### config.mk
export PLATFORM = sky130hd
export DESIGN_NAME = hline_timer
export DESIGN_NICKNAME = d
export VERILOG_FILES = /design/src/rtl/hline_pkg.sv /design/src/rtl/hline_shadow.sv /design/src/rtl/hline_col.sv /design/src/rtl/hline_decode.sv /design/src/rtl/hline_timer.sv
export SDC_FILE = /design/constraint.sdc
export NUM_CORES = 1
export LEC_CHECK = 0
export ABC_AREA = 1
export BUFFER_PORTS_ARGS = -buffer_cell sky130_fd_sc_hd__buf_4
export CORE_MARGIN = 3
export CORE_UTILIZATION = 34
export CTS_CLUSTER_DIAMETER = 200
export DETAILED_ROUTE_END_ITERATION = 10
export PLACE_DENSITY = 0.55
export SLEW_MARGIN = 25
export SYNTH_ARGS = -nofsm -noshare
export SYNTH_HDL_FRONTEND = slang
export SYNTH_SLANG_ARGS = --single-unit
export TNS_END_PERCENT = 10
### constraint.sdc
create_clock -name clk -period 5.5 [get_ports clk]
set_clock_uncertainty 0.15 [all_clocks]
set_input_delay 1.1 -clock clk [delete_from_list [all_inputs] [get_ports clk]]
set_output_delay 1.1 -clock clk [all_outputs]
set_load 0.01 [all_outputs]
### src/rtl/hline_pkg.sv
package hline_pkg;

    // Field widths of the timing registers (in 8-pixel groups, minus one)
    localparam int unsigned HW_W      = 7;
    localparam int unsigned BL_W      = 5;
    localparam int unsigned ST_W      = 5;
    localparam int unsigned PW_W      = 4;
    localparam int unsigned GRAN_LOG2 = 3;
    localparam int unsigned DATA_W    = HW_W;

    // Column counter must hold the longest possible line
    localparam int unsigned MAX_LINE  = ((2 ** HW_W) + (2 ** BL_W)) * (2 ** GRAN_LOG2);
    localparam int unsigned COL_W     = $clog2(MAX_LINE);

    typedef struct packed {
        logic [HW_W-1:0] act;
        logic [BL_W-1:0] blank;
        logic [ST_W-1:0] sstart;
        logic [PW_W-1:0] swidth;
    } hcfg_t;

    typedef enum logic [1:0] {
        SEL_ACT   = 2'd0,
        SEL_BLANK = 2'd1,
        SEL_START = 2'd2,
        SEL_WIDTH = 2'd3
    } hsel_e;

    localparam hcfg_t HCFG_RESET = '{act: 7'd7, blank: 5'd3, sstart: 5'd0, swidth: 4'd1};

endpackage

### src/rtl/hline_shadow.sv
// Pending/live copies of the timing fields and the sticky range checker.
module hline_shadow
    import hline_pkg::*;
#(
    parameter int unsigned MIN_UNITS = 3,
    parameter hcfg_t       RESET_CFG = HCFG_RESET
) (
    input  logic              clk,
    input  logic              rst_n,
    input  logic              wr_en,
    input  logic [1:0]        wr_sel,
    input  logic [DATA_W-1:0] wr_data,
    input  logic              passive,
    input  logic              load,
    output hcfg_t             live_cfg,
    output logic              cfg_err
);

    localparam int unsigned NEED_W = BL_W + 2;

    typedef struct packed {
        hcfg_t pend;
        hcfg_t live;
        logic  err;
    } shadow_t;

    shadow_t           s_d, s_q;
    logic [NEED_W-1:0] need_units;
    logic              rule_min, rule_fit, rule_pass;

    always_comb begin
        // blanking must cover the start delay plus the pulse
        need_units = NEED_W'(s_q.pend.sstart) + NEED_W'(s_q.pend.swidth) + NEED_W'(1);
        rule_min   = (s_q.pend.act < HW_W'(MIN_UNITS)) || (s_q.pend.blank < BL_W'(MIN_UNITS));
        rule_fit   = NEED_W'(s_q.pend.blank) < need_units;
        rule_pass  = passive && !s_q.pend.act[0];

        s_d     = s_q;
        s_d.err = s_q.err | rule_min | rule_fit | rule_pass;
        if (load) begin
            s_d.live = s_q.pend;
        end
        if (wr_en) begin
            case (hsel_e'(wr_sel))
                SEL_ACT:   s_d.pend.act    = wr_data[HW_W-1:0];
                SEL_BLANK: s_d.pend.blank  = wr_data[BL_W-1:0];
                SEL_START: s_d.pend.sstart = wr_data[ST_W-1:0];
                SEL_WIDTH: s_d.pend.swidth = wr_data[PW_W-1:0];
                default:   s_d.pend        = s_q.pend;
            endcase
        end
    end

    always_ff @(posedge clk or negedge rst_n) begin
        if (!rst_n) begin
            s_q <= '{pend: RESET_CFG, live: RESET_CFG, err: 1'b0};
        end else begin
            s_q <= s_d;
        end
    end

    assign live_cfg = s_q.live;
    assign cfg_err  = s_q.err;

endmodule

### src/rtl/hline_col.sv
// Pixel column counter; wraps after the last column of the live line.
module hline_col
    import hline_pkg::*;
(
    input  logic             clk,
    input  logic             rst_n,
    input  logic             pix_en,
    input  hcfg_t            live_cfg,
    output logic [COL_W-1:0] col,
    output logic             at_last
);

    localparam int unsigned LEN_W = COL_W + 1;

    logic [LEN_W-1:0] line_len;
    logic [COL_W-1:0] last_col;
    logic [COL_W-1:0] col_d, col_q;

    always_comb begin
        line_len = (LEN_W'(live_cfg.act) + 1'b1 + LEN_W'(live_cfg.blank) + 1'b1) << GRAN_LOG2;
        last_col = COL_W'(line_len - 1'b1);
        at_last  = (col_q == last_col);
        col_d    = col_q;
        if (pix_en) begin
            col_d = at_last ? '0 : col_q + 1'b1;
        end
    end

    always_ff @(posedge clk or negedge rst_n) begin
        if (!rst_n) begin
            col_q <= '0;
        end else begin
            col_q <= col_d;
        end
    end

    assign col = col_q;

endmodule

### src/rtl/hline_decode.sv
// Column-to-level decode for display enable and sync.
module hline_decode
    import hline_pkg::*;
(
    input  logic [COL_W-1:0] col,
    input  hcfg_t            live_cfg,
    input  logic             sync_block,
    output logic             de,
    output logic             hsync
);

    localparam int unsigned SUM_W = COL_W + 1;

    logic [SUM_W-1:0] act_px, sync_lo, sync_hi, col_x;

    always_comb begin
        col_x   = SUM_W'(col);
        act_px  = (SUM_W'(live_cfg.act) + 1'b1) << GRAN_LOG2;
        // leading edge counted from the first blanking pixel
        sync_lo = act_px + ((SUM_W'(live_cfg.sstart) + 1'b1) << GRAN_LOG2);
        sync_hi = sync_lo + ((SUM_W'(live_cfg.swidth) + 1'b1) << GRAN_LOG2);
        de      = col_x < act_px;
        hsync   = !sync_block && (col_x >= sync_lo) && (col_x < sync_hi);
    end

endmodule

### src/rtl/hline_timer.sv
module hline_timer
    import hline_pkg::*;
#(
    parameter int unsigned MIN_UNITS = 3
) (
    input  logic              clk,
    input  logic              rst_n,
    input  logic              pix_en,
    input  logic              wr_en,
    input  logic [1:0]        wr_sel,
    input  logic [DATA_W-1:0] wr_data,
    input  logic              passive_mode,
    output logic              de,
    output logic [COL_W-1:0]  col,
    output logic              hsync,
    output logic              eol,
    output logic              cfg_err
);

    hcfg_t live_cfg;
    logic  at_last;
    logic  line_wrap;

    assign line_wrap = pix_en & at_last;
    assign eol       = line_wrap;

    hline_shadow #(
        .MIN_UNITS (MIN_UNITS),
        .RESET_CFG (HCFG_RESET)
    ) i_shadow (
        .clk      (clk),
        .rst_n    (rst_n),
        .wr_en    (wr_en),
        .wr_sel   (wr_sel),
        .wr_data  (wr_data),
        .passive  (passive_mode),
        .load     (line_wrap),
        .live_cfg (live_cfg),
        .cfg_err  (cfg_err)
    );

    hline_col i_col (
        .clk      (clk),
        .rst_n    (rst_n),
        .pix_en   (pix_en),
        .live_cfg (live_cfg),
        .col      (col),
        .at_last  (at_last)
    );

    hline_decode i_decode (
        .col        (col),
        .live_cfg   (live_cfg),
        .sync_block (cfg_err),
        .de         (de),
        .hsync      (hsync)
    );

endmodule

Word level (Yosys, flattened, before mapping)

Index checks and enable logic that the tools add are counted.

Input bits: 14
Word-level logic and storage cells: 47
Memories kept: 0
Memory bits (writable): 0
Bits in latches: 0
ROM bits: 0
Flip-flop bits (word level): 54
Output and inout port bits: 15

Reductions and logical operators: 11
Magnitude comparators: 6
$mul: 0
Equal/unequal tests: 4
Muxes and demuxes: 1
Bitwise logic cells: 4
$add $sub $neg: 11
Divide/modulo/power cells: 0
Shifts and indexed selects: 0

Operator list:

| kind                                                                  | count |
|---|---|
| 12-bit adder                                                          | 2 |
| 11-bit by 12-bit < comparator with 1-bit output                       | 2 |
| 11-bit by 12-bit greater-or-equal comparator with 1-bit output        | 1 |
| 11-bit by 1-bit adder with 11-bit output (second input constant)      | 1 |
| 11-bit == test                                                        | 1 |
| 11-bit 2-to-1 mux                                                     | 1 |
| 11-bit by 1-bit subtractor with 11-bit output (second input constant) | 1 |
| 7-bit by 1-bit adder with 8-bit output (second input constant)        | 1 |
| 8-bit by 1-bit adder with 8-bit output (second input constant)        | 1 |
| 8-bit by 5-bit adder with 8-bit output                                | 1 |
| 2-bit AND reduction                                                   | 4 |
| 7-bit by 1-bit adder with 7-bit output (second input constant)        | 1 |
| 5-bit by 7-bit < comparator with 1-bit output                         | 1 |
| 7-bit by 2-bit < comparator with 1-bit output (second input constant) | 1 |
| 5-bit by 1-bit adder with 6-bit output (second input constant)        | 1 |
| 5-bit by 4-bit adder with 6-bit output                                | 1 |
| 4-bit by 1-bit adder with 5-bit output (second input constant)        | 1 |
| 5-bit by 2-bit < comparator with 1-bit output (second input constant) | 1 |
| 2-bit == test (second input constant)                                 | 2 |
| 1-bit logical AND                                                     | 3 |
| 1-bit OR                                                              | 3 |
| 2-bit by 1-bit == test with 1-bit output (second input constant)      | 1 |
| 1-bit logical NOT                                                     | 2 |
| 2-bit logical NOT                                                     | 1 |
| other kinds (2)                                                       | 2 |

Longest topological paths before layout

Gate-level depths: netlist of run 1.

Depth in word-level cells: 6
Gate-level depth with buffers: 24
Gate-level depth less buffers: 23

Cells and area by module

From an unflattened synthesis of run 1, not the netlist that was laid out.

Cell total of the unflattened synthesis: 652
Area total of the unflattened synthesis: 4931.0 sq um

Modules (own cells, without submodules):

| module       | area an instance (sq um) | instances | cells each | sequential area each (sq um) |
|---|---|---|---|---|
| hline_shadow | 2084.5                   | 1         | 203        | 1091.0 |
| hline_decode | 1477.7                   | 1         | 234        | 0.0 |
| hline_col    | 1361.3                   | 1         | 213        | 275.3 |
| hline_timer  | 7.5                      | 1         | 2          | 0.0 |

Least setup slack after synthesis of run 1

Ideal clock, no wire load.

Path type: flip-flop to output port
Start: reg i_shadow.s_q, in the netlist i_shadow.live_cfg[14]
End: out hsync
Slack: 0.769 ns
Stages on the path, launching flop included: 21
Data arrival time: 3.481 ns
Path through: dfstp_2 -> ha_1 -> xor2_1 -> ha_1 -> nand3_1 -> nand3_1 -> xor2_1 -> ha_1 -> a21oi_1 -> nand2_1 -> xnor2_1 -> ha_1 -> nand2_1 -> nor2_1 -> nor2_1 -> nand3_1 -> a21oi_1 -> o21bai_1 -> a21oi_1 -> nor2_1 -> nor2_1

Longest elaborated chain between the ends: 5

RTL lines:

| what                                                                                                  | line                                   | text |
|---|---|---|
| start, declared                                                                                       | hline_shadow.sv:27                     | `shadow_t s_d, s_q;` |
| start signal, assigned                                                                                | hline_shadow.sv:56                     | `s_q <= '{pend: RESET_CFG, live: RESET_CFG, err: 1'b0};` |
| 7-bit by 1-bit adder with 8-bit output *                                                              | hline_decode.sv:18                     | `act_px = (SUM_W'(live_cfg.act) + 1'b1) << GRAN_LOG2;` |
| 12-bit adder *                                                                                        | hline_decode.sv:20                     | `sync_lo = act_px + ((SUM_W'(live_cfg.sstart) + 1'b1) << GRAN_LOG2);` |
| 12-bit adder / 11-bit by 12-bit greater-or-equal comparator with 1-bit output (equally long branches) | hline_decode.sv:21, hline_decode.sv:23 |  |
| 11-bit by 12-bit < comparator with 1-bit output / 1-bit logical AND (equally long branches)           | hline_decode.sv:23                     | `hsync = !sync_block && (col_x >= sync_lo) && (col_x < sync_hi);` |
| 1-bit logical AND *                                                                                   | hline_decode.sv:23                     |  |
| end, declared                                                                                         | hline_timer.sv:15                      | `output logic hsync,` |

Mark *: on every way between the ends. The rest lies on a longest branch, timed or not.

Worst setup path in the final report of run 1

Same ends and word-level chain as after synthesis.

==> insert_results.sql, run 1 <==
INSERT INTO impl_metrics (metric_group, metric, value, unit) VALUES
('sta', 'final-hold-violation-count', '0', ''),
('floorplanning', 'fp.dieW', '121', 'microns'),
('finish', 'non_filler_cell_area_final', '5180', 'sq um'),
('sta', 'setup_viol_count_final', '0', ''),
('synth', 'ys_types', '40', ''),
('power_and_ir_drop', 'swShare', '50.1', '%'),
('sta', 'final-max-slew-violation-count', '0', ''),
('outcome', 'run_status', 'complete, no violations', ''),
('synth', 'synth_seq_cells', '54', ''),
('placed_design', 'post-dp-hpwl', '8.49', 'mm'),
('sta', 'fin_crit', '5.13', 'ns'),
('synth', 'cell_type_contributing_the_most_total_cell_area_after_synthesis', 'sky130_fd_sc_hd__dfrtp_1', ''),
('sta', 'min_period_over_period', '93.2', '%'),
('clock_network', 'cts.htree.levels', '2', ''),
('sta', 'finalHoldWorstSlack', '0.329', 'ns'),
('drt', 'wl_per_cell', '13.1', 'microns'),
('sta', 'slew_headroom', '54.7', '%'),
('power_and_ir_drop', 'power_density', '602', 'nW/um^2'),
('grt', 'initial_antenna_violation_count', '0', ''),
('clock_network', 'cts_buffer_depth', '2', ''),
('grt', 'first_global_vias', '3972', ''),
('clock_network', 'postCtsHoldBufs', '0', ''),
('grt', 'globalRouteOverflowTotal', '0', ''),
('finish', 'layout.filler_cells', '1343', ''),
('clock_network', 'number_of_buffers_added_by_the_clock_tree_synthesis_step', '5', ''),
('critical_path', 'endpoint', 'hsync', ''),
('finish', 'final_nets', '726', ''),
('finish', 'mostFrequentLayoutCell', 'sky130_fd_sc_hd__nand2_1', ''),
('finish', 'mostFrequentLayoutCells', '193 x sky130_fd_sc_hd__nand2_1, 81 x sky130_fd_sc_hd__inv_1, 45 x sky130_fd_sc_hd__nand3_1', ''),
('drt', 'route.final.wire_length', '10.9', 'mm'),
('placed_design', 'routabilityCongestion', '0.945', ''),
('critical_path', 'crit_path_max_fanout', '5', ''),
('placed_design', 'preCtsSetupSlack', '0.350', 'ns'),
('critical_path', 'worst-endpoint-required', '4.25', 'ns'),
('floorplanning', 'rows', '41', ''),
('power_and_ir_drop', 'net-switching-power', '0.00157', 'W'),
('clock_network', 'clock_tree_from_tritoncts', 'yes', ''),
('critical_path', 'critical_path.reg2reg.startpoint', 'i_shadow.live_cfg[14]', ''),
('power_and_ir_drop', 'pwr-share-clk', '10.7', '%'),
('critical_path', 'endpoint_kind', 'output pin', ''),
('power_and_ir_drop', 'combinationalPowerShare', '67.5', '%'),
('floorplanning', 'die-height', '121', 'microns'),
('floorplanning', 'effective_utilization_at_floorplan', '35.3', '%'),
('power_and_ir_drop', 'seq_power_share', '21.8', '%'),
('sta', 'post-route-worst-setup-slack', '0.374', 'ns'),
('synth', 'mappedNetlistNets', '695', ''),
('power_and_ir_drop', 'vdd_drop_max', '0.274', 'mV'),
('finish', 'post_route_cells_drive_above_1_share', '13.9', '%'),
('placed_design', 'place_inst', '818', ''),
('clock_network', 'cts.sink_count', '54', ''),
('finish', 'flow.area_growth_from_synthesis', '15.0', '%'),
('sta', 'achievable-frequency', '195', 'MHz'),
('drt', 'firstDrtPassIters', '4', ''),
('floorplanning', 'core_region_area', '12800', 'sq um'),
('grt', 'first_pass_grt_wire_length', '18.8', 'mm'),
('placed_design', 'post_dp_cell_area', '4860', 'sq um'),
('synth', 'netlist_area', '4510', 'sq um'),
('power_and_ir_drop', 'static-leakage-power', '2.75', 'nW'),
('sta', 'worst_slew_pin_slew', '0.680', 'ns'),
('drt', 'drc', '0', ''),
('power_and_ir_drop', 'cell_internal_pwr', '0.00156', 'W'),
('clock_network', 'clkSlewWorstSetupHoldPaths', '0.08', 'ns'),
('worst_hold_path', 'holdCritStartpoint', 'i_shadow.live_cfg[9]', ''),
('synth', 'ys_warn_count', '0', ''),
('critical_path', 'critPathLaunchType', 'register', ''),
('critical_path', 'timing.reg2reg.setup_slack', '1.57', 'ns'),
('drt', 'detail_route.iter0.violations', '191', ''),
('finish', 'antenna_cells', '0', ''),
('synth', 'yosysSeqAreaShare', '30.3', '%'),
('critical_path', 'reg2regPathDepth', '17', ''),
('floorplanning', 'design.portCount', '29', '');
==> state kept, by name, indices dropped and copies added (netlist names) <==
signal / cells
i_col.col: 11
i_shadow.cfg_err: 1
i_shadow.live_cfg: 21
i_shadow.s_q: 21
==> per-stage QoR <==
stage | utilization (%) | TNS (ns)
floorplan | - | 0
global placement | 38.1 | 0
detailed placement | 38.1 | 0
CTS | 39.3 | 0
global route | 40.6 | -0.0343
finish | 40.6 | 0
==> synth_stat cells <==
cell type / count
sky130_fd_sc_hd__nand2_1: 194
sky130_fd_sc_hd__inv_1: 82
sky130_fd_sc_hd__nand3_1: 47
sky130_fd_sc_hd__ha_1: 46
sky130_fd_sc_hd__dfrtp_1: 42
sky130_fd_sc_hd__nor2_1: 35
sky130_fd_sc_hd__nand4_1: 30
sky130_fd_sc_hd__o21ai_0: 27
sky130_fd_sc_hd__xor2_1: 23
sky130_fd_sc_hd__a21oi_1: 17
sky130_fd_sc_hd__dfstp_2: 12
sky130_fd_sc_hd__inv_2: 11
sky130_fd_sc_hd__buf_2: 8
sky130_fd_sc_hd__xnor2_1: 7
sky130_fd_sc_hd__nor3_1: 6
sky130_fd_sc_hd__fa_1: 4
sky130_fd_sc_hd__o21bai_1: 4
sky130_fd_sc_hd__a211oi_1: 3
sky130_fd_sc_hd__clkbuf_1: 3
sky130_fd_sc_hd__a21o_1: 2
sky130_fd_sc_hd__a31oi_1: 2
sky130_fd_sc_hd__buf_4: 2
sky130_fd_sc_hd__buf_6: 2
sky130_fd_sc_hd__mux2_2: 2
sky130_fd_sc_hd__nand2_2: 2
sky130_fd_sc_hd__nand3b_1: 2
sky130_fd_sc_hd__nor4_1: 2
sky130_fd_sc_hd__o21a_1: 2
sky130_fd_sc_hd__a21boi_0: 1
sky130_fd_sc_hd__a21oi_2: 1
sky130_fd_sc_hd__and3_1: 1
sky130_fd_sc_hd__nand3_2: 1
sky130_fd_sc_hd__nand3b_2: 1
sky130_fd_sc_hd__nor2_4: 1
sky130_fd_sc_hd__nor3b_1: 1
sky130_fd_sc_hd__o2111ai_1: 1
sky130_fd_sc_hd__o21ai_1: 1
sky130_fd_sc_hd__o221ai_1: 1
sky130_fd_sc_hd__or2_2: 1
sky130_fd_sc_hd__or3_1: 1
==> power by group through the flow <==
stage	Combinational (W)	Sequential (W)	Clock, W
after floorplan	0.00157	0.000632	0
after global placement	0.00197	0.000682	0
after detailed placement	0.00201	0.000689	0
after CTS	0.00202	0.000681	0.000346
after global routing	0.00246	0.000708	0.000365
final	0.00211	0.000680	0.000336
==> kinds of logic (layout without fill, tap and decap cells) <==
| group | count (synthesis) | after routing | synth area share, % |
|---|---|---|---|
| flops | 54 | 54 | 30.3 |
| xor+xnor | 30 | 30 | 5.83 |
| mux | 2 | 2 | 0.499 |
| compound gates | 62 | 62 | 7.85 |
| fa+ha+maj | 50 | 50 | 14.5 |
| buf+inv | 108 | 140 | 9.71 |
| simple gates | 325 | 325 | 31.3 |
==> routing by layer <==
metal	track usage, %	vias up	wire length, microns
met2	26.1	65	4950
met1	21.5	1829	5400
met4	5.18	0	261
met3	1.82	16	317
li1	-	2112	-
met5	0	-	0
==> worst min-delay path by stage <==
stage / endpoint / slack (ns) / cells past startpoint
after floorplan: i_shadow.live_cfg[9] / 0.29 / 2
after global placement: i_shadow.live_cfg[9] / 0.31 / 2
after detailed placement: i_shadow.live_cfg[9] / 0.32 / 2
after CTS: i_shadow.live_cfg[9] / 0.34 / 2
after global routing: i_shadow.live_cfg[9] / 0.36 / 2
final: i_shadow.live_cfg[9] / 0.33 / 2
==> worst max-delay path, stage by stage (launching register included) <==
cell,delay (ns)
sky130_fd_sc_hd__dfstp_2,0.59
sky130_fd_sc_hd__ha_4,0.20
sky130_fd_sc_hd__xor2_4,0.21
sky130_fd_sc_hd__ha_4,0.25
sky130_fd_sc_hd__nand3_1,0.11
sky130_fd_sc_hd__nand3_2,0.12
sky130_fd_sc_hd__xor2_2,0.22
sky130_fd_sc_hd__ha_1,0.33
sky130_fd_sc_hd__a21oi_1,0.15
sky130_fd_sc_hd__nand2_1,0.09
sky130_fd_sc_hd__xnor2_1,0.13
sky130_fd_sc_hd__ha_1,0.29
sky130_fd_sc_hd__nand2_1,0.09
sky130_fd_sc_hd__nor2_1,0.05
sky130_fd_sc_hd__nor2_1,0.08
sky130_fd_sc_hd__nand3_1,0.07
sky130_fd_sc_hd__a21oi_1,0.13
sky130_fd_sc_hd__o21bai_1,0.08
sky130_fd_sc_hd__a21oi_1,0.12
sky130_fd_sc_hd__nor2_1,0.06
sky130_fd_sc_hd__nor2_1,0.09
sky130_fd_sc_hd__buf_4,0.12
==> cell type report <==
class	count	area [sq um]	share of cell area (%)
clock buffer	5	125	2.41
clock inverter	3	28.8	0.555
inverter	93	349	6.73
multi-input combinational	469	2810	54.2
sequential	54	1370	26.4
tap	172	215	4.15
timing repair buffer	39	293	5.65
==> repair_timing <==
| action | 4_1_cts | 5_1_grt |
|---|---|---|
| endpoints found under the setup margin | 0 | 1 |
| buffers inserted | 0 | 9 |
| gates resized for setup | 0 | 16 |
Note: power is estimated with default switching activity, not from simulation.
==> run 2, diff against run 1 <==
==> constraint.sdc (replaced) <==
create_clock -name clk -period 5.5 [get_ports clk]
set_clock_uncertainty 0.15 [all_clocks]
set_input_delay 0.275 -clock clk [delete_from_list [all_inputs] [get_ports clk]]
set_output_delay 0.275 -clock clk [all_outputs]
set_load 0.01 [all_outputs]
==> run 2 against run 1 <==
Combinational power down 5%. Via count decreased by 0.52%. Global-route usage down 0.11 points.
==> insert_results.sql, run 2 (same netlist as run 1, synthesis figures left out) <==
INSERT INTO impl_metrics (metric_group, metric, value, unit) VALUES
('critical_path', 'critPathKind', 'reg2out', ''),
('power_and_ir_drop', 'vdd_drop_max', '0.200', 'mV'),
('power_and_ir_drop', 'static-leakage-power', '2.72', 'nW'),
('sta', 'min_period_over_period', '85.1', '%'),
('floorplanning', 'effective_utilization_at_floorplan', '35.3', '%'),
('sta', 'slew_headroom', '53.9', '%'),
('flow_run', 'cap_viol_max_count', '0', ''),
('drt', 'route.final.wire_length', '10.6', 'mm'),
('worst_hold_path', 'min-delay-path-class', 'in2reg', ''),
('grt', 'first_pass_grt_wire_length', '18.8', 'mm'),
('floorplanning', 'die-height', '121', 'microns'),
('placed_design', 'place.port_buffers', '28', ''),
('power_and_ir_drop', 'swShare', '49.7', '%'),
('drt', 'via_count', '4001', ''),
('placed_design', 'post-dp-hpwl', '8.48', 'mm'),
('finish', 'final_nets', '718', ''),
('finish', 'antenna_cells', '0', ''),
('grt', 'first_global_vias', '3959', ''),
('sta', 'fin_crit', '4.68', 'ns'),
('clock_network', 'cts.sink_count', '54', ''),
('finish', 'mostFrequentLayoutCell', 'sky130_fd_sc_hd__nand2_1', ''),
('clock_network', 'cts_buffer_depth', '2', ''),
('grt', 'grtUsageTotal', '15.6', '%'),
('clock_network', 'number_of_buffers_added_by_the_clock_tree_synthesis_step', '5', ''),
('drt', 'via_cell_ratio', '4.84', ''),
('power_and_ir_drop', 'combinationalPowerShare', '65.7', '%'),
('clock_network', 'clk-insertion-delay-late', '0.30', 'ns'),
('clock_network', 'cts.htree.levels', '2', ''),
('power_and_ir_drop', 'cell_internal_pwr', '0.00154', 'W'),
('drt', 'drc', '0', ''),
('finish', 'final_design_utilization', '39.5', '%'),
('grt', 'initial_antenna_violation_count', '0', ''),
('floorplanning', 'design.portCount', '29', ''),
('critical_path', 'critPathLaunchType', 'register', ''),
('floorplanning', 'core_region_area', '12800', 'sq um'),
('clock_network', 'clkSlewWorstSetupHoldPaths', '0.07', 'ns'),
('floorplanning', 'rows', '41', ''),
('outcome', 'run_status', 'complete, no violations', ''),
('critical_path', 'series_of_cell_instances_along_the_critical_path', 'ha_1 > xor2_1 > ha_1 > nand3_1 > nand3_1 > xor2_1 > ha_1 > a21oi_1 > nand2_1 > xnor2_1 > ha_1 > nand2_1 > nor2_1 > nor2_1 > nand3_1 > a21oi_1 > o21bai_1 > a21oi_1 > nor2_1 > nor2_1 > buf_4', ''),
('drt', 'wl_per_cell', '12.9', 'microns'),
('finish', 'post_route_cells_drive_above_1_share', '10.7', '%'),
('floorplanning', 'fp.dieW', '121', 'microns'),
('power_and_ir_drop', 'seq_power_share', '22.2', '%'),
('power_and_ir_drop', 'post-layout-total-power', '0.00306', 'W'),
('finish', 'mostFrequentLayoutCells', '194 x sky130_fd_sc_hd__nand2_1, 82 x sky130_fd_sc_hd__inv_1, 47 x sky130_fd_sc_hd__nand3_1', ''),
('power_and_ir_drop', 'pwr-share-clk', '12.2', '%'),
('drt', 'detail_route.iter0.violations', '181', ''),
('sta', 'final-hold-violation-count', '0', ''),
('critical_path', 'arr_time_crit_path', '4.25', 'ns'),
('grt', 'grt_start_max_net_pins', '55', ''),
('clock_network', 'clk_root_buffer_cell', 'sky130_fd_sc_hd__clkbuf_16', ''),
('grt', 'globalRouteOverflowTotal', '0', ''),
('critical_path', 'crit_path_max_fanout', '7', ''),
('power_and_ir_drop', 'power_density', '606', 'nW/um^2'),
('critical_path', 'timing.reg2reg.setup_slack', '1.28', 'ns'),
('clock_network', 'clock_tree_from_tritoncts', 'yes', ''),
('sta', 'achievable-frequency', '214', 'MHz'),
('sta', 'grt_setup_unrepaired', 'false', ''),
('critical_path', 'critPathSlowestCell', 'sky130_fd_sc_hd__dfstp_2', ''),
('power_and_ir_drop', 'net-switching-power', '0.00152', 'W'),
('sta', 'finalSetupTns', '0', 'ns'),
('finish', 'flow.area_growth_from_synthesis', '11.9', '%'),
('sta', 'setup_viol_count_final', '0', ''),
('drt', 'antenna_violating_nets_left', '0', ''),
('critical_path', 'worst-endpoint-required', '5.08', 'ns'),
('floorplanning', 'die_outline_area', '14700', 'sq um'),
('sta', 'final-max-slew-violation-count', '0', ''),
('clock_network', 'post_cts_resize_count', '0', ''),
('sta', 'worst_slew_pin_slew', '0.691', 'ns'),
('drt', 'firstDrtPassIters', '5', ''),
('critical_path', 'endpoint_kind', 'output pin', ''),
('critical_path', 'max_stage_delay', '0.60', 'ns'),
('placed_design', 'routabilityCongestion', '0.830', '');
[run 2: worst paths after layout]
path | start | to | depth (start not counted)
min reg2reg | i_shadow.live_cfg[9] | i_shadow.live_cfg[9] | 2
max reg2reg | i_shadow.live_cfg[14] | i_shadow.live_cfg[6] | 18
min | wr_data[5] | i_shadow.s_q[41] | 2
min in group asynchronous | rst_n | i_shadow.s_q[40] | 2
max | i_shadow.live_cfg[14] | hsync | 21
max in group asynchronous | rst_n | i_col.col[6] | 2
[run 2: critical path: cells and delay by family, from the launching register on]
kind	cells	cell delay [ns]
compound gates	4	0.50
xor+xnor	3	0.72
fa+ha+maj	4	1.24
buf+inv	1	0.12
flops	1	0.60
simple gates	9	0.79
[run 2: layout make-up]
class,instances,area (sq um)
Tap cell,172,215
Clock inverter,3,48.8
Inverter,93,349
Sequential cell,54,1370
Fill cell,1346,7730
Timing Repair Buffer,31,235
Clock buffer,5,125
Multi-Input combinational cell,469,2710
[run 2: metrics by stage]
step	setup WS [ns]	hold WS, ns	std cells	cell area [sq um]
after floorplan	1.59	-0.171	631	4510
after global placement	1.24	0.215	818	4860
after detailed placement	1.14	0.220	818	4860
after CTS	0.788	0.0530	827	5050
after global routing	0.343	0.0484	827	5050
final	0.820	0.0606	827	5050
[run 2: power by group through the flow]
stage	logic [W]	registers, W	clock network [W]
3_3_place_gp	0.00196	0.000681	0
3_5_place_dp	0.00201	0.000686	0
5_1_grt	0.00235	0.000702	0.000405
6_report	0.00201	0.000678	0.000372
2_1_floorplan	0.00157	0.000632	0
4_1_cts	0.00203	0.000680	0.000388
[run 2: layer usage]
metal / global-route usage, % / up-vias / wire (microns)
met5: 0 / - / 0
met4: 3.78 / 0 / 161
met3: 2.28 / 10 / 278
met2: 26.2 / 55 / 4990
met1: 21.4 / 1837 / 5220
li1: - / 2099 / -
[run 2: timing repair]
| item | in CTS | in global routing |
|---|---|---|
| hold endpoints to repair | 42 | 0 |
| setup buffers | 0 | 0 |
| hold buffers | 1 | 0 |
==> run 3, diff against run 2 <==
Settings changed: RECOVER_POWER set to 100.
==> run 3 against run 2 <==
Clock power hardly changed. Utilization is 0.58 points lower. The flow now finishes with violations (capacitance limit, slew limit). Final cell count stayed put. Largest cell class unchanged. Highest routed layer unchanged. Critical path depth stayed put. Sequential power hardly changed. Maximum frequency is 2.5% lower. Global-route usage stayed put.
==> insert_results.sql, run 3 (same netlist as run 1, synthesis figures left out) <==
INSERT INTO impl_metrics (metric_group, metric, value, unit) VALUES
('power_and_ir_drop', 'static-leakage-power', '2.62', 'nW'),
('finish', 'mostFrequentLayoutCell', 'sky130_fd_sc_hd__nand2_1', ''),
('drt', 'via_count', '4001', ''),
('critical_path', 'series_of_cell_instances_along_the_critical_path', 'ha_1 > xor2_1 > ha_1 > nand3_1 > nand3_1 > xor2_1 > ha_1 > a21oi_1 > nand2_1 > xnor2_1 > ha_1 > nand2_1 > nor2_1 > nor2_1 > nand3_1 > a21oi_1 > o21bai_1 > a21oi_1 > nor2_1 > nor2_1 > clkbuf_1', ''),
('power_and_ir_drop', 'vdd_drop_max', '0.192', 'mV'),
('floorplanning', 'fp.dieW', '121', 'microns'),
('finish', 'flow.area_growth_from_synthesis', '10.2', '%'),
('sta', 'post-route-worst-setup-slack', '0.703', 'ns'),
('floorplanning', 'design.portCount', '29', ''),
('floorplanning', 'die-height', '121', 'microns'),
('clock_network', 'clk-insertion-delay-late', '0.30', 'ns'),
('floorplanning', 'core_region_area', '12800', 'sq um'),
('finish', 'sequential_cell_area', '1370', 'sq um'),
('floorplanning', 'die_outline_area', '14700', 'sq um'),
('clock_network', 'clk_root_buffer_cell', 'sky130_fd_sc_hd__clkbuf_16', ''),
('grt', 'grtUsageTotal', '15.6', '%'),
('power_and_ir_drop', 'power_density', '608', 'nW/um^2'),
('placed_design', 'post-dp-hpwl', '8.48', 'mm'),
('drt', 'routed.top_layer', 'met4', ''),
('critical_path', 'crit_family', 'adder cells', ''),
('flow_run', 'cap_viol_max_count', '1', ''),
('drt', 'via_cell_ratio', '4.84', ''),
('finish', 'antenna_cells', '0', ''),
('critical_path', 'crit_path_max_fanout', '7', ''),
('sta', 'achievable-frequency', '208', 'MHz'),
('sta', 'final-hold-violation-count', '0', ''),
('critical_path', 'critPathSlowestCell', 'sky130_fd_sc_hd__dfstp_1', ''),
('drt', 'drc', '0', ''),
('drt', 'wl_per_cell', '12.9', 'microns'),
('placed_design', 'preCtsSetupSlack', '1.14', 'ns'),
('grt', 'grt_start_max_net_pins', '55', ''),
('finish', 'multi_input_comb_area', '2700', 'sq um'),
('drt', 'route.layer.met1.wl', '5.25', 'mm'),
('clock_network', 'cts_buffer_depth', '2', ''),
('placed_design', 'place.port_buffers', '28', ''),
('finish', 'mostFrequentLayoutCells', '195 x sky130_fd_sc_hd__nand2_1, 82 x sky130_fd_sc_hd__inv_1, 47 x sky130_fd_sc_hd__nand3_1', ''),
('sta', 'final-max-slew-violation-count', '55', ''),
('sta', 'min_period_over_period', '87.2', '%'),
('finish', 'post_route_cells_drive_above_1_share', '5.95', '%'),
('power_and_ir_drop', 'post-layout-total-power', '0.00302', 'W'),
('drt', 'route.final.wire_length', '10.7', 'mm'),
('drt', 'detailroute.wirelength.met3', '266', 'microns'),
('drt', 'firstDrtPassIters', '5', ''),
('sta', 'fin_crit', '4.80', 'ns'),
('critical_path', 'timing.reg2reg.setup_slack', '0.93', 'ns'),
('finish', 'final_design_utilization', '38.9', '%'),
('sta', 'grt_setup_unrepaired', 'false', ''),
('clock_network', 'cts_post_setup_buffers_inserted', '0', ''),
('critical_path', 'worst-endpoint-required', '5.08', 'ns'),
('drt', 'detail_route.iter0.violations', '192', ''),
('critical_path', 'critPathKind', 'reg2out', ''),
('clock_network', 'postCtsHoldBufs', '1', ''),
('worst_hold_path', 'min-delay-path-class', 'in2reg', ''),
('placed_design', 'post_dp_cell_area', '4860', 'sq um'),
('drt', 'route.met2.wl', '4.99', 'mm'),
('outcome', 'run_status', 'finished with violations', ''),
('sta', 'slew_headroom', '-93.2', '%'),
('clock_network', 'cts.sink_count', '54', ''),
('finish', 'layout.filler_cells', '1364', ''),
('clock_network', 'clkSlewWorstSetupHoldPaths', '0.07', 'ns'),
('sta', 'setup_viol_count_final', '0', ''),
('clock_network', 'cts.htree.levels', '2', ''),
('drt', 'antenna_violating_nets_left', '0', ''),
('grt', 'first_global_vias', '3959', ''),
('critical_path', 'endpoint_kind', 'output pin', ''),
('grt', 'first_pass_grt_wire_length', '18.8', 'mm'),
('sta', 'finalSetupTns', '0', 'ns'),
('critical_path', 'arr_time_crit_path', '4.37', 'ns'),
('finish', 'non_filler_cell_area_final', '4970', 'sq um'),
('grt', 'globalRouteOverflowTotal', '0', ''),
('outcome', 'violations', 'capacitance limit, slew limit', ''),
('floorplanning', 'rows', '41', ''),
('finish', 'final_nets', '718', ''),
('critical_path', 'crit_buf_inv', '1', ''),
('clock_network', 'number_of_buffers_added_by_the_clock_tree_synthesis_step', '5', ''),
('floorplanning', 'effective_utilization_at_floorplan', '35.3', '%'),
('clock_network', 'clock_tree_from_tritoncts', 'yes', ''),
('sta', 'worst_slew_pin_slew', '2.90', 'ns'),
('critical_path', 'critPathLaunchType', 'register', ''),
('grt', 'initial_antenna_violation_count', '0', ''),
('critical_path', 'max_stage_delay', '0.65', 'ns'),
('placed_design', 'routabilityCongestion', '0.830', ''),
('clock_network', 'post_cts_resize_count', '0', '');
[run 3: cell type report]
cell class	count	share of cell area, %
Clock buffer	5	2.52
Clock inverter	3	0.981
Inverter	93	7.02
Multi-Input combinational cell	469	54.2
Sequential cell	54	27.5
Tap cell	172	4.33
Timing Repair Buffer	31	3.45
[run 3: stage by stage]
stage	std cells	hold slack (ns)
after CTS	827	0.0530
final	827	0.0606
after detailed placement	818	0.220
after global routing	827	0.0484
after global placement	818	0.215
after floorplan	631	-0.171
[run 3: power by group]
| group | total (W) | internal, W | leakage, nW | switching [W] |
|---|---|---|---|---|
| registers | 0.000675 | 0.000521 | 0.666 | 0.000154 |
| logic | 0.00198 | 0.000774 | 1.87 | 0.00120 |
| clock network | 0.000372 | 0.000218 | 0.0819 | 0.000154 |
[run 3: worst paths after layout]
path / end / startpoint / cells past startpoint
setup reg to reg: i_col.col[1] / i_shadow.live_cfg[14] / 19
hold reg to reg: i_shadow.live_cfg[9] / i_shadow.live_cfg[9] / 2
max in group asynchronous: i_col.col[6] / rst_n / 2
setup / recovery: hsync / i_shadow.live_cfg[14] / 21
hold / removal: i_shadow.s_q[41] / wr_data[5] / 2
min in group asynchronous: i_shadow.s_q[41] / rst_n / 2
[run 3: layer usage]
metal / vias up / GRT usage, %
li1: 2097 / -
met1: 1837 / 21.4
met2: 55 / 26.2
met3: 12 / 2.28
met4: 0 / 3.78
met5: - / 0
[run 3: worst reg2reg max path, cell delays in order, from the launching register on]
cell,delay [ns]
sky130_fd_sc_hd__dfstp_1,0.65
sky130_fd_sc_hd__ha_1,0.33
sky130_fd_sc_hd__xor2_1,0.29
sky130_fd_sc_hd__ha_1,0.34
sky130_fd_sc_hd__a21oi_1,0.23
sky130_fd_sc_hd__nand2_1,0.08
sky130_fd_sc_hd__nand2_1,0.11
sky130_fd_sc_hd__nand3_1,0.16
sky130_fd_sc_hd__nand2_1,0.12
sky130_fd_sc_hd__nand2_1,0.06
sky130_fd_sc_hd__nand2_1,0.10
sky130_fd_sc_hd__nand2_1,0.09
sky130_fd_sc_hd__nor2_1,0.11
sky130_fd_sc_hd__nand2_1,0.05
sky130_fd_sc_hd__nand2_1,0.10
sky130_fd_sc_hd__clkinv_1,0.07
sky130_fd_sc_hd__nor2_1,1.03
sky130_fd_sc_hd__nand2_1,0.20
sky130_fd_sc_hd__nand2_1,0.12
sky130_fd_sc_hd__nand2_1,0.06
